$ cat config.mk
export PLATFORM = sky130hd
export DESIGN_NAME = ir_pulse_capture
export DESIGN_NICKNAME = d
export VERILOG_FILES = /design/src/rtl/ir_pulse_capture.sv
export SDC_FILE = /design/constraint.sdc
export NUM_CORES = 1
export LEC_CHECK = 0
export CAP_MARGIN = 20
export CORE_ASPECT_RATIO = 0.9
export CORE_MARGIN = 2
export CORE_UTILIZATION = 57
export DETAILED_ROUTE_END_ITERATION = 12
export DONT_BUFFER_PORTS = 1
export GPL_ROUTABILITY_DRIVEN = 1
export PLACE_DENSITY_LB_ADDON = 0.05
export SYNTH_ARGS = -nofsm -noshare
export SYNTH_HDL_FRONTEND = slang
export SYNTH_SLANG_ARGS = --single-unit
$ cat constraint.sdc
create_clock -name clk -period 6.67 [get_ports clk]
set_clock_uncertainty 0.15 [all_clocks]
set_input_delay 0.3335 -clock clk [delete_from_list [all_inputs] [get_ports clk]]
set_output_delay 0.3335 -clock clk [all_outputs]
set_load 0.01 [all_outputs]
$ cat src/rtl/ir_pulse_capture.sv
module ir_pulse_capture #(
  parameter int DEPTH = 8,
  parameter int CW = 16,
  parameter int DW = 8,
  parameter int AW = 8,
  parameter logic [CW-1:0] MAXP_RST = 16'h5000
) (
  input  logic          clk,
  input  logic          rst_n,
  input  logic          ir_in,
  input  logic          bus_wr,
  input  logic          bus_rd,
  input  logic [AW-1:0] bus_addr,
  input  logic [31:0]   bus_wdata,
  output logic [31:0]   bus_rdata,
  output logic          irq
);
  localparam int PW = $clog2(DEPTH);
  localparam logic [CW-1:0] SAT = '1;
  localparam logic [AW-1:0] A_MARK = AW'(8'h40);
  localparam logic [AW-1:0] A_PER  = AW'(8'h44);
  localparam logic [AW-1:0] A_IEN  = AW'(8'h48);
  localparam logic [AW-1:0] A_IST  = AW'(8'h4C);
  localparam logic [AW-1:0] A_EN   = AW'(8'h50);
  localparam logic [AW-1:0] A_MAXP = AW'(8'h54);
  localparam logic [AW-1:0] A_CLR  = AW'(8'h58);
  localparam logic [AW-1:0] A_DIV  = AW'(8'h60);
  localparam logic [AW-1:0] A_INV  = AW'(8'h68);
  localparam logic [AW-1:0] A_RXS  = AW'(8'h6C);

  typedef enum logic [1:0] {IDLE, MARK, SPACE} cap_t;

  logic [DW-1:0] div_q, dcnt_q, dlim;
  logic          inv_q, en_q;
  logic [CW-1:0] maxp_q, mark_q, sym_q;
  logic [3:0]    ien_q, ist_q, clr, set;
  cap_t          st_q;
  logic [CW-1:0] mmem [DEPTH];
  logic [CW-1:0] smem [DEPTH];
  logic [PW-1:0] wp_q, rp_q;
  logic [PW:0]   cnt_q;
  logic tick, s, push, tmo, acc, pop, full, empty;
  logic unused_ok;

  function automatic logic [CW-1:0] sinc(input logic [CW-1:0] v);
    return (v == SAT) ? v : v + 1'b1;
  endfunction

  assign unused_ok = ^bus_wdata[31:CW];
  assign dlim  = (div_q == '0) ? '0 : div_q - 1'b1;
  assign tick  = en_q && (dcnt_q >= dlim);
  assign s     = ir_in ^ inv_q;
  assign full  = cnt_q == (PW+1)'(DEPTH);
  assign empty = cnt_q == '0;
  assign pop   = bus_rd && bus_addr == A_PER && !empty;
  assign push  = tick && st_q == SPACE && (s || sym_q >= maxp_q);
  assign tmo   = tick && st_q == SPACE && !s && sym_q >= maxp_q;
  assign acc   = push && !full;
  assign clr   = (bus_wr && bus_addr == A_CLR) ? bus_wdata[3:0] : 4'b0;
  assign set   = {acc && !pop && cnt_q == (PW+1)'(DEPTH-1), push && full, acc && tmo, acc};
  assign irq   = |(ist_q & ien_q);

  always_ff @(posedge clk or negedge rst_n)
    if (!rst_n) begin
      div_q <= DW'(1); inv_q <= 1'b0; en_q <= 1'b0;
      maxp_q <= MAXP_RST; ien_q <= '0; ist_q <= '0;
    end else begin
      if (bus_wr && bus_addr == A_DIV)  div_q  <= bus_wdata[DW-1:0];
      if (bus_wr && bus_addr == A_INV)  inv_q  <= bus_wdata[0];
      if (bus_wr && bus_addr == A_EN)   en_q   <= bus_wdata[0];
      if (bus_wr && bus_addr == A_MAXP) maxp_q <= bus_wdata[CW-1:0];
      if (bus_wr && bus_addr == A_IEN)  ien_q  <= bus_wdata[3:0];
      ist_q <= (ist_q & ~clr) | set;
    end

  always_ff @(posedge clk or negedge rst_n)
    if (!rst_n) begin
      dcnt_q <= '0; st_q <= IDLE; mark_q <= '0; sym_q <= '0;
    end else if (!en_q) begin
      dcnt_q <= '0; st_q <= IDLE; mark_q <= '0; sym_q <= '0;
    end else begin
      dcnt_q <= tick ? '0 : dcnt_q + 1'b1;
      if (tick)
        case (st_q)
          IDLE:  if (s) begin st_q <= MARK; mark_q <= CW'(1); sym_q <= CW'(1); end
          MARK: begin
            sym_q <= sinc(sym_q);
            if (s) mark_q <= sinc(mark_q);
            else   st_q <= SPACE;
          end
          default:
            if (s) begin st_q <= MARK; mark_q <= CW'(1); sym_q <= CW'(1); end
            else if (tmo) st_q <= IDLE;
            else sym_q <= sinc(sym_q);
        endcase
    end

  always_ff @(posedge clk)
    if (acc) begin
      mmem[wp_q] <= mark_q;
      smem[wp_q] <= tmo ? SAT : sym_q;
    end

  always_ff @(posedge clk or negedge rst_n)
    if (!rst_n) begin
      wp_q <= '0; rp_q <= '0; cnt_q <= '0;
    end else if (!en_q) begin
      wp_q <= '0; rp_q <= '0; cnt_q <= '0;
    end else begin
      if (acc) wp_q <= wp_q + 1'b1;
      if (pop) rp_q <= rp_q + 1'b1;
      cnt_q <= cnt_q + (PW+1)'(acc) - (PW+1)'(pop);
    end

  always_comb begin
    bus_rdata = '0;
    case (bus_addr)
      A_MARK: bus_rdata = empty ? '0 : 32'(mmem[rp_q]);
      A_PER:  bus_rdata = empty ? '0 : 32'(smem[rp_q]);
      A_IEN:  bus_rdata = 32'(ien_q);
      A_IST:  bus_rdata = 32'(ist_q);
      A_EN:   bus_rdata = 32'(en_q);
      A_MAXP: bus_rdata = 32'(maxp_q);
      A_DIV:  bus_rdata = 32'(div_q);
      A_INV:  bus_rdata = 32'(inv_q);
      A_RXS:  bus_rdata = {16'b0, 8'(cnt_q), 5'b0, ist_q[2], 2'b0};
      default: bus_rdata = '0;
    endcase
  end

  p_fifo_bound_r5: assert property (@(posedge clk) disable iff (!rst_n)
    cnt_q <= (PW+1)'(DEPTH));
  p_pop_r5: assert property (@(posedge clk) disable iff (!rst_n)
    (en_q && pop && !acc) |=> cnt_q == $past(cnt_q) - 1'b1);
  p_drop_keeps_r6: assert property (@(posedge clk) disable iff (!rst_n)
    (en_q && push && full && !pop) |=> (cnt_q == $past(cnt_q)) && ist_q[2]);
  p_mark_sat_r4: assert property (@(posedge clk) disable iff (!rst_n)
    (en_q && st_q == MARK && mark_q == SAT) |=> mark_q == SAT);
  p_tmo_idle_r3: assert property (@(posedge clk) disable iff (!rst_n)
    (en_q && tick && st_q == SPACE && !s && sym_q >= maxp_q) |=> st_q == IDLE);
  p_off_clear_r10: assert property (@(posedge clk) disable iff (!rst_n)
    !en_q |=> (cnt_q == '0) && (st_q == IDLE));
endmodule

==> results.sh, run 1 <==
export IMPL_status="finished, final reports clean"
export IMPL_io_buffers=0
export IMPL_crit_path_start_kind="register"
export IMPL_die_w_um=177
export IMPL_cts_sinks=342
export IMPL_cts_clk_slew_worst_paths_ns=0.06
export IMPL_drt_pass1_iterations=6
export IMPL_dieArea_um2=28100
export IMPL_regToRegEndpoint="smem[5][5]"
export IMPL_hpwl_um=21900
export IMPL_whs_ns=0.00788
export IMPL_r2r_start="div_q[1]"
export IMPL_yosysSeqAreaShare=0.644
export IMPL_slew_headroom=0.261
export IMPL_fmax_mhz=203
export IMPL_fin_crit_ns=4.92
export IMPL_ir_drop_uv=231
export IMPL_clockBufferDepth=3
export IMPL_synth_seq_cells=342
export IMPL_wl_um=34000
export IMPL_p_per_area_nw_per_um2=255
export IMPL_cts_htree_levels=2
export IMPL_yosysTopAreaCell="edfxtp_1"
export IMPL_critPathArrivalTime_ns=4.93
export IMPL_hold_path_endpoint="en_q"
export IMPL_fillCellCount=1896
export IMPL_worstSetupPathType="register to register"
export IMPL_r2r_setup_slack_ns=1.75
export IMPL_dieHeight_um=159
export IMPL_grt_overflow=0
export IMPL_tns_ns=0
export IMPL_rsz0062_at_grt="false"
export IMPL_drc=0
export IMPL_hold_path_class="input pin to register"
export IMPL_numCtsBuffers=36
export IMPL_multi_input_area_um2=5110
export IMPL_grt_pass1_wl_um=52800
export IMPL_rows=56
export IMPL_antenna_cells=0
export IMPL_gp_congestion=0.873
export IMPL_nNetsFinal=1106
export IMPL_total_leakage_power_nw=6.43
export IMPL_cts_root_buf="clkbuf_16"
export IMPL_layout_drive_gt1_share=0.176
export IMPL_async_flop_share=0.251
export IMPL_wl_per_cell_um=24.4
export IMPL_hold_viol=0
export IMPL_yosysUniqueCellTypes=68
export IMPL_grt_max_degree=87
export IMPL_worstHoldPathCells=3
export IMPL_avgSynthCellArea_um2=15.4
export IMPL_gr_usage_all_layers=0.250
export IMPL_hp_start="bus_addr[1]"
export IMPL_core_area_um2=26200
export IMPL_maxCapViolCount=0
export IMPL_cts_tree="yes"
export IMPL_syn_cell_area_um2=15300
export IMPL_vias=8704
export IMPL_synth_main_ff_cell="edfxtp_1"
export IMPL_setup_ws_ns=1.75
export IMPL_start_util=0.583
export IMPL_cts_resized=0
export IMPL_first_global_vias=8920
export IMPL_slew_viol_final=0
export IMPL_r2r_cells=15
export IMPL_critPathMaxFanout=25
export IMPL_synth_edff_count=256
export IMPL_synth_area_leaders="edfxtp_1, dfrtp_1, mux4_2, ha_1, mux2i_1"
export IMPL_yosysWarningCount=0
export IMPL_antenna_found_initial=0
export IMPL_design_power_total_w=0.00435
export IMPL_clk_latency_ns=0.53
export IMPL_syn_inst=991
export IMPL_dpl_worst_slack_ns=1.81
export IMPL_finalSetupViolations=0
export IMPL_critPathCaptureType="register"
export IMPL_startpoint="div_q[1]"
export IMPL_syn_to_final_growth_pct=11.5
export IMPL_first_iter_violations=817
export IMPL_ff_latch_area_um2=9850
export IMPL_ant_nets=0
export IMPL_yosysTopAreaCellShare=0.503
export IMPL_cp_required_ns=6.68
export IMPL_tightest_slew_ns=1.11
export IMPL_viasPerCell=6.23
export IMPL_fin_util=0.650
export IMPL_num_io_pins=78
export IMPL_min_period_over_period=0.737
worst max-delay path: stages, from the launching register on:
cell	delay [ns]
dfrtp_1	0.44
inv_1	0.08
ha_1	0.16
nor2b_1	0.25
nand3b_1	0.15
or3_1	0.41
and2_1	0.20
ha_1	0.27
nand2b_4	0.12
a2111oi_4	0.08
o21a_4	0.27
nor2_4	0.18
o211a_1	0.35
nand2_1	0.25
nor3b_2	0.64
buf_4	0.53
how the worst max path moves through the flow:
stage	endpoint	slack (ns)	cells after the start
after detailed placement	smem[0][15]	1.81	15
after global routing	smem[0][4]	1.48	15
final	smem[5][5]	1.75	15
after floorplan	mmem[4][0]	0.95	14
after CTS	smem[5][5]	1.78	15
after global placement	smem[5][15]	1.91	15
cell families after synthesis:
| logic type | Yosys count | synth area share |
|---|---|---|
| xor+xnor | 27 | 0.0155 |
| simple gates | 235 | 0.0815 |
| buf+inv | 97 | 0.0282 |
| compound gates | 119 | 0.0571 |
| flops | 342 | 0.644 |
| other cells | 1 | 0.000245 |
| fa+ha+maj | 39 | 0.0324 |
| mux | 131 | 0.141 |
per-stage QoR:
step	cell area, um^2	std cells
5_1_grt	17000	1397
3_3_place_gp	15700	1310
4_1_cts	17000	1397
6_report	17000	1397
2_1_floorplan	15300	1006
3_5_place_dp	15700	1310
layout by cell type (no fill, tap or decap), drive strengths merged, types with 12 or more instances in the layout:
master,synthesis,layout
dlygate4sd3,0,21
nand2b,17,17
clkbuf,30,43
and2,13,13
nor3,12,12
xor2,23,23
a21oi,25,25
o22ai,16,16
inv,41,44
ha,38,38
and3,17,17
mux2,32,32
mux4,64,64
nand4,14,14
edfxtp,256,256
nand3,27,27
nand2,62,62
conb,1,16
mux2i,35,35
clkinv,0,17
nor2,38,38
buf,26,13
o21ai,21,21
dfrtp,83,83
sequential cells by signal, indices dropped and copies added (netlist names):
name    cells
mmem      128
smem      128
mark_q     16
maxp_q     16
sym_q      16
dcnt_q      8
div_q       8
cnt_q       4
ien_q       4
ist_q       4
rp_q        3
wp_q        3
st_q        2
en_q        1
inv_q       1
synthesized netlist by cell type, types with 7 or more instances:
| library cell | n |
|---|---|
| nor2_1 | 37 |
| a22o_1 | 7 |
| mux2_2 | 31 |
| o22ai_1 | 16 |
| clkbuf_1 | 30 |
| nor2b_1 | 7 |
| xor2_1 | 23 |
| mux2i_1 | 35 |
| o21ai_0 | 20 |
| a21oi_1 | 25 |
| mux4_2 | 64 |
| inv_1 | 41 |
| nand4_1 | 14 |
| nand2b_1 | 15 |
| nand2_1 | 62 |
| nand3_1 | 27 |
| buf_4 | 16 |
| and3_1 | 16 |
| dfrtp_1 | 83 |
| ha_1 | 38 |
| nor3b_1 | 9 |
| a222oi_1 | 8 |
| edfxtp_1 | 256 |
| and2_1 | 13 |
| nor3_1 | 12 |
metal layers:
layer / track usage / part of all wire / vias up / wire length [um]
met4: 0.0579 / 0.020 / 0 / 667
met2: 0.396 / 0.48 / 284 / 16400
met1: 0.366 / 0.44 / 4487 / 15000
met3: 0.0468 / 0.059 / 49 / 2010
met5: 0 / 0 / - / 0
li1: - / - / 3884 / -
cell type report:
cell class | count | area share
Sequential cell | 342 | 0.578
Multi-Input combinational cell | 567 | 0.300
Clock buffer | 43 | 0.0550
Tap cell | 348 | 0.0256
Timing Repair Buffer | 34 | 0.0214
Clock inverter | 22 | 0.0108
Inverter | 41 | 0.00903
power breakdown:
part	switching [W]	internal, W
Clock	0.000798	0.00109
Sequential	0.0000144	0.00228
Combinational	0.0000990	0.0000658
Total	0.000911	0.00343
what timing repair did:
item	CTS	global route
hold buffers	22	0
setup buffers	0	0
hold endpoints to repair	121	0
(Power assumes the default switching activity.)
==> inputs of run 2 (changes only) <==
--- a/config.mk
+++ b/config.mk
@@ -5,6 +5,7 @@
 export SDC_FILE = /design/constraint.sdc
 export NUM_CORES = 1
 export LEC_CHECK = 0
+export ABC_AREA = 1
 export CAP_MARGIN = 20
 export CORE_ASPECT_RATIO = 0.9
 export CORE_MARGIN = 2
==> constraint.sdc (replaced) <==
create_clock -name clk -period 4 [get_ports clk]
set_clock_uncertainty 0.15 [all_clocks]
set_input_delay 0.2 -clock clk [delete_from_list [all_inputs] [get_ports clk]]
set_output_delay 0.2 -clock clk [all_outputs]
set_load 0.01 [all_outputs]
==> results.sh, run 2 <==
export IMPL_crit_buf_inv=6
export IMPL_yosysUniqueCellTypes=50
export IMPL_ys_top_cells_by_count="nand2_1, edfxtp_1, nor2_1"
export IMPL_crit_path_start_kind="register"
export IMPL_min_period_over_period=0.959
export IMPL_grt_max_degree=130
export IMPL_cts_htree_levels=2
export IMPL_hpwl_um=26100
export IMPL_cp_slowest_cell="dfstp_2"
export IMPL_slew_headroom=0.471
export IMPL_p_sw_w=0.00161
export IMPL_setup_ws_ns=0.164
export IMPL_seqPwrFrac=0.514
export IMPL_gp_congestion=0.953
export IMPL_start_util=0.579
export IMPL_gr_usage_all_layers=0.287
export IMPL_yosysMostFrequentCell="nand2_1"
export IMPL_wl_per_cell_um=20.7
export IMPL_dieArea_um2=29800
export IMPL_r2r_setup_slack_ns=0.16
export IMPL_cts_tree="yes"
export IMPL_stdcell_count=2032
export IMPL_ir_drop_uv=368
export IMPL_rsz0062_at_grt="false"
export IMPL_synth_area_leaders="edfxtp_1, dfrtp_1, nand2_1, o21ai_0, nor2_1"
export IMPL_maxCapViolCount=0
export IMPL_die_w_um=182
export IMPL_hold_viol=0
export IMPL_avgSynthCellArea_um2=10.1
export IMPL_cts_clk_slew_worst_paths_ns=0.06
export IMPL_yosysSeqAreaShare=0.608
export IMPL_whs_ns=0.0310
export IMPL_numCtsBuffers=36
export IMPL_synth_main_ff_cell="edfxtp_1"
export IMPL_muxShareOfSynthArea=0
export IMPL_core_area_um2=27900
export IMPL_dpl_worst_slack_ns=-0.0170
export IMPL_tightest_slew_ns=0.793
export IMPL_max_stage_delay_ns=0.54
export IMPL_clockBufferDepth=3
export IMPL_first_global_vias=11200
export IMPL_status="finished, final reports clean"
export IMPL_yosysTopAreaCell="edfxtp_1"
export IMPL_drc=0
export IMPL_final_cell_mix="nand2_1, edfxtp_1, nor2_1"
export IMPL_yosys_area_share_simple=0.171
export IMPL_multi_input_area_um2=5590
export IMPL_nNetsFinal=1730
export IMPL_crit_top_cell="inv_1"
export IMPL_first_iter_violations=991
export IMPL_clk_latency_ns=0.52
export IMPL_slew_viol_final=0
export IMPL_cts_sinks=342
export IMPL_cts_root_buf="clkbuf_16"
export IMPL_synth_edff_count=256
export IMPL_total_leakage_power_nw=7.18
export IMPL_layout_drive_gt1_share=0.0903
export IMPL_rows=58
export IMPL_dpl_instance_area_um2=16700
export IMPL_biggestRegsByFlops="mmem x128, smem x128"
export IMPL_synthAdderAreaFrac=0.0306
export IMPL_syn_inst=1609
export IMPL_fin_crit_ns=3.84
export IMPL_fmax_mhz=261
export IMPL_drt_pass1_iterations=5
export IMPL_power_internal_w=0.00584
export IMPL_clock_power_share=0.439
export IMPL_synth_seq_cells=342
export IMPL_yosysWarningCount=0
export IMPL_vias=11900
export IMPL_numPlacedInstances=1926
export IMPL_critPathCaptureType="register"
export IMPL_synth_xor_area_frac=0.0129
export IMPL_fillCellCount=2173
export IMPL_wl_um=42200
export IMPL_crit_family="adder cells"
export IMPL_antenna_cells=0
export IMPL_critPathArrivalTime_ns=4.14
export IMPL_syn_to_final_growth_pct=13.0
export IMPL_async_flop_share=0.251
export IMPL_swShare=0.216
export IMPL_cp_required_ns=4.30
export IMPL_yosysTopAreaCellShare=0.475
export IMPL_worstSetupPathType="register to register"
export IMPL_comb_power_share=0.047
export IMPL_syn_cell_area_um2=16200
export IMPL_finalSetupViolations=0
export IMPL_synth_compound_area_frac=0.120
export IMPL_crit_chain="inv_1, ha_2, nand2_2, inv_1, nand3_2, nor3_4, or2_2, ha_1, a21o_1, nor2_2, nand3_1, nand2_1, inv_2, nand3_4, inv_2, ha_1, inv_1, ha_1, fa_2, nand2_1, inv_1"
export IMPL_critPathMaxFanout=4
export IMPL_io_buffers=0
export IMPL_grt_overflow=0
export IMPL_grt_pass1_wl_um=64700
export IMPL_design_power_total_w=0.00745
export IMPL_viasPerCell=5.87
export IMPL_fin_area_um2=18300
export IMPL_num_io_pins=78
export IMPL_ant_nets=0
export IMPL_antenna_found_initial=0
export IMPL_hold_path_class="input pin to register"
export IMPL_p_per_area_nw_per_um2=407
export IMPL_dieHeight_um=164
export IMPL_ff_latch_area_um2=9850
export IMPL_synth_top_family_by_area="simple AND/OR/NAND/NOR gates"
export IMPL_final_common_cell="nand2_1"
[run 2: cell families (layout without fill, tap and decap cells)]
| logic type | after synthesis | in the layout |
|---|---|---|
| AO/OA/AOI/OAI | 348 | 348 |
| XOR/XNOR | 23 | 23 |
| adder cells (fa/ha/maj) | 39 | 39 |
| buffers and inverters | 208 | 256 |
| flip-flops | 342 | 342 |
| other | 1 | 16 |
| AND/OR/NAND/NOR | 648 | 648 |
[run 2: path summary, 6_finish.rpt]
| kind | end | cells past startpoint | from |
|---|---|---|---|
| hold / removal | ist_q[2] | 6 | bus_addr[0] |
| hold reg to reg | div_q[0] | 2 | div_q[0] |
| setup / recovery | cnt_q[1] | 21 | div_q[0] |
| setup reg to reg | cnt_q[1] | 21 | div_q[0] |
| min in group asynchronous | ist_q[1] | 2 | rst_n |
| max in group asynchronous | maxp_q[14] | 2 | rst_n |
[run 2: layout make-up]
cell class,count,share of cell area
Clock buffer,46,0.0513
Clock inverter,18,0.0107
Inverter,117,0.0241
Multi-Input combinational cell,1074,0.306
Sequential cell,342,0.539
Tap cell,360,0.0246
Timing Repair Buffer,75,0.0450
[run 2: routing by layer]
layer / vias up / GRT usage / wire [um] / share of wire
met4: 0 / 0.0928 / 1090 / 0.026
met2: 449 / 0.447 / 19200 / 0.46
met5: - / 0 / 0 / 0
met1: 5768 / 0.405 / 18500 / 0.44
li1: 5628 / - / - / -
met3: 73 / 0.0630 / 3360 / 0.080
[run 2: power groups by stage]
| stage | registers (W) | logic, W | clock network (W) |
|---|---|---|---|
| after detailed placement | 0.00390 | 0.000281 | 0 |
| final | 0.00383 | 0.000353 | 0.00327 |
| after floorplan | 0.00389 | 0.000227 | 0 |
| after CTS | 0.00383 | 0.000334 | 0.00330 |
| after global routing | 0.00383 | 0.000391 | 0.00345 |
| after global placement | 0.00390 | 0.000274 | 0 |
[run 2: timing repair]
item                       CTS  global route
hold buffers                38             1
cloned                       0             0
buffers inserted             0             2
gates resized for setup      2             9
setup endpoints to repair    2           131
hold endpoints to repair   123             3
[run 2: worst register-to-register path, cell delays in order (launching register included)]
cell	delay [ns]
dfstp_2	0.54
inv_1	0.06
ha_2	0.20
nand2_2	0.08
inv_1	0.07
nand3_2	0.10
nor3_4	0.06
or2_2	0.30
ha_1	0.29
a21o_1	0.20
nor2_2	0.14
nand3_1	0.09
nand2_1	0.08
inv_2	0.06
nand3_4	0.11
inv_2	0.08
ha_1	0.29
inv_1	0.04
ha_1	0.20
fa_2	0.53
nand2_1	0.05
inv_1	0.06
[run 2: stage by stage]
| stage | util | setup TNS [ns] |
|---|---|---|
| 4_1_cts | 0.651 | 0 |
| 3_5_place_dp | 0.596 | -0.0170 |
| 5_1_grt | 0.654 | 0 |
| 2_1_floorplan | - | -87.02 |
| 6_report | 0.654 | 0 |
| 3_3_place_gp | 0.596 | 0 |
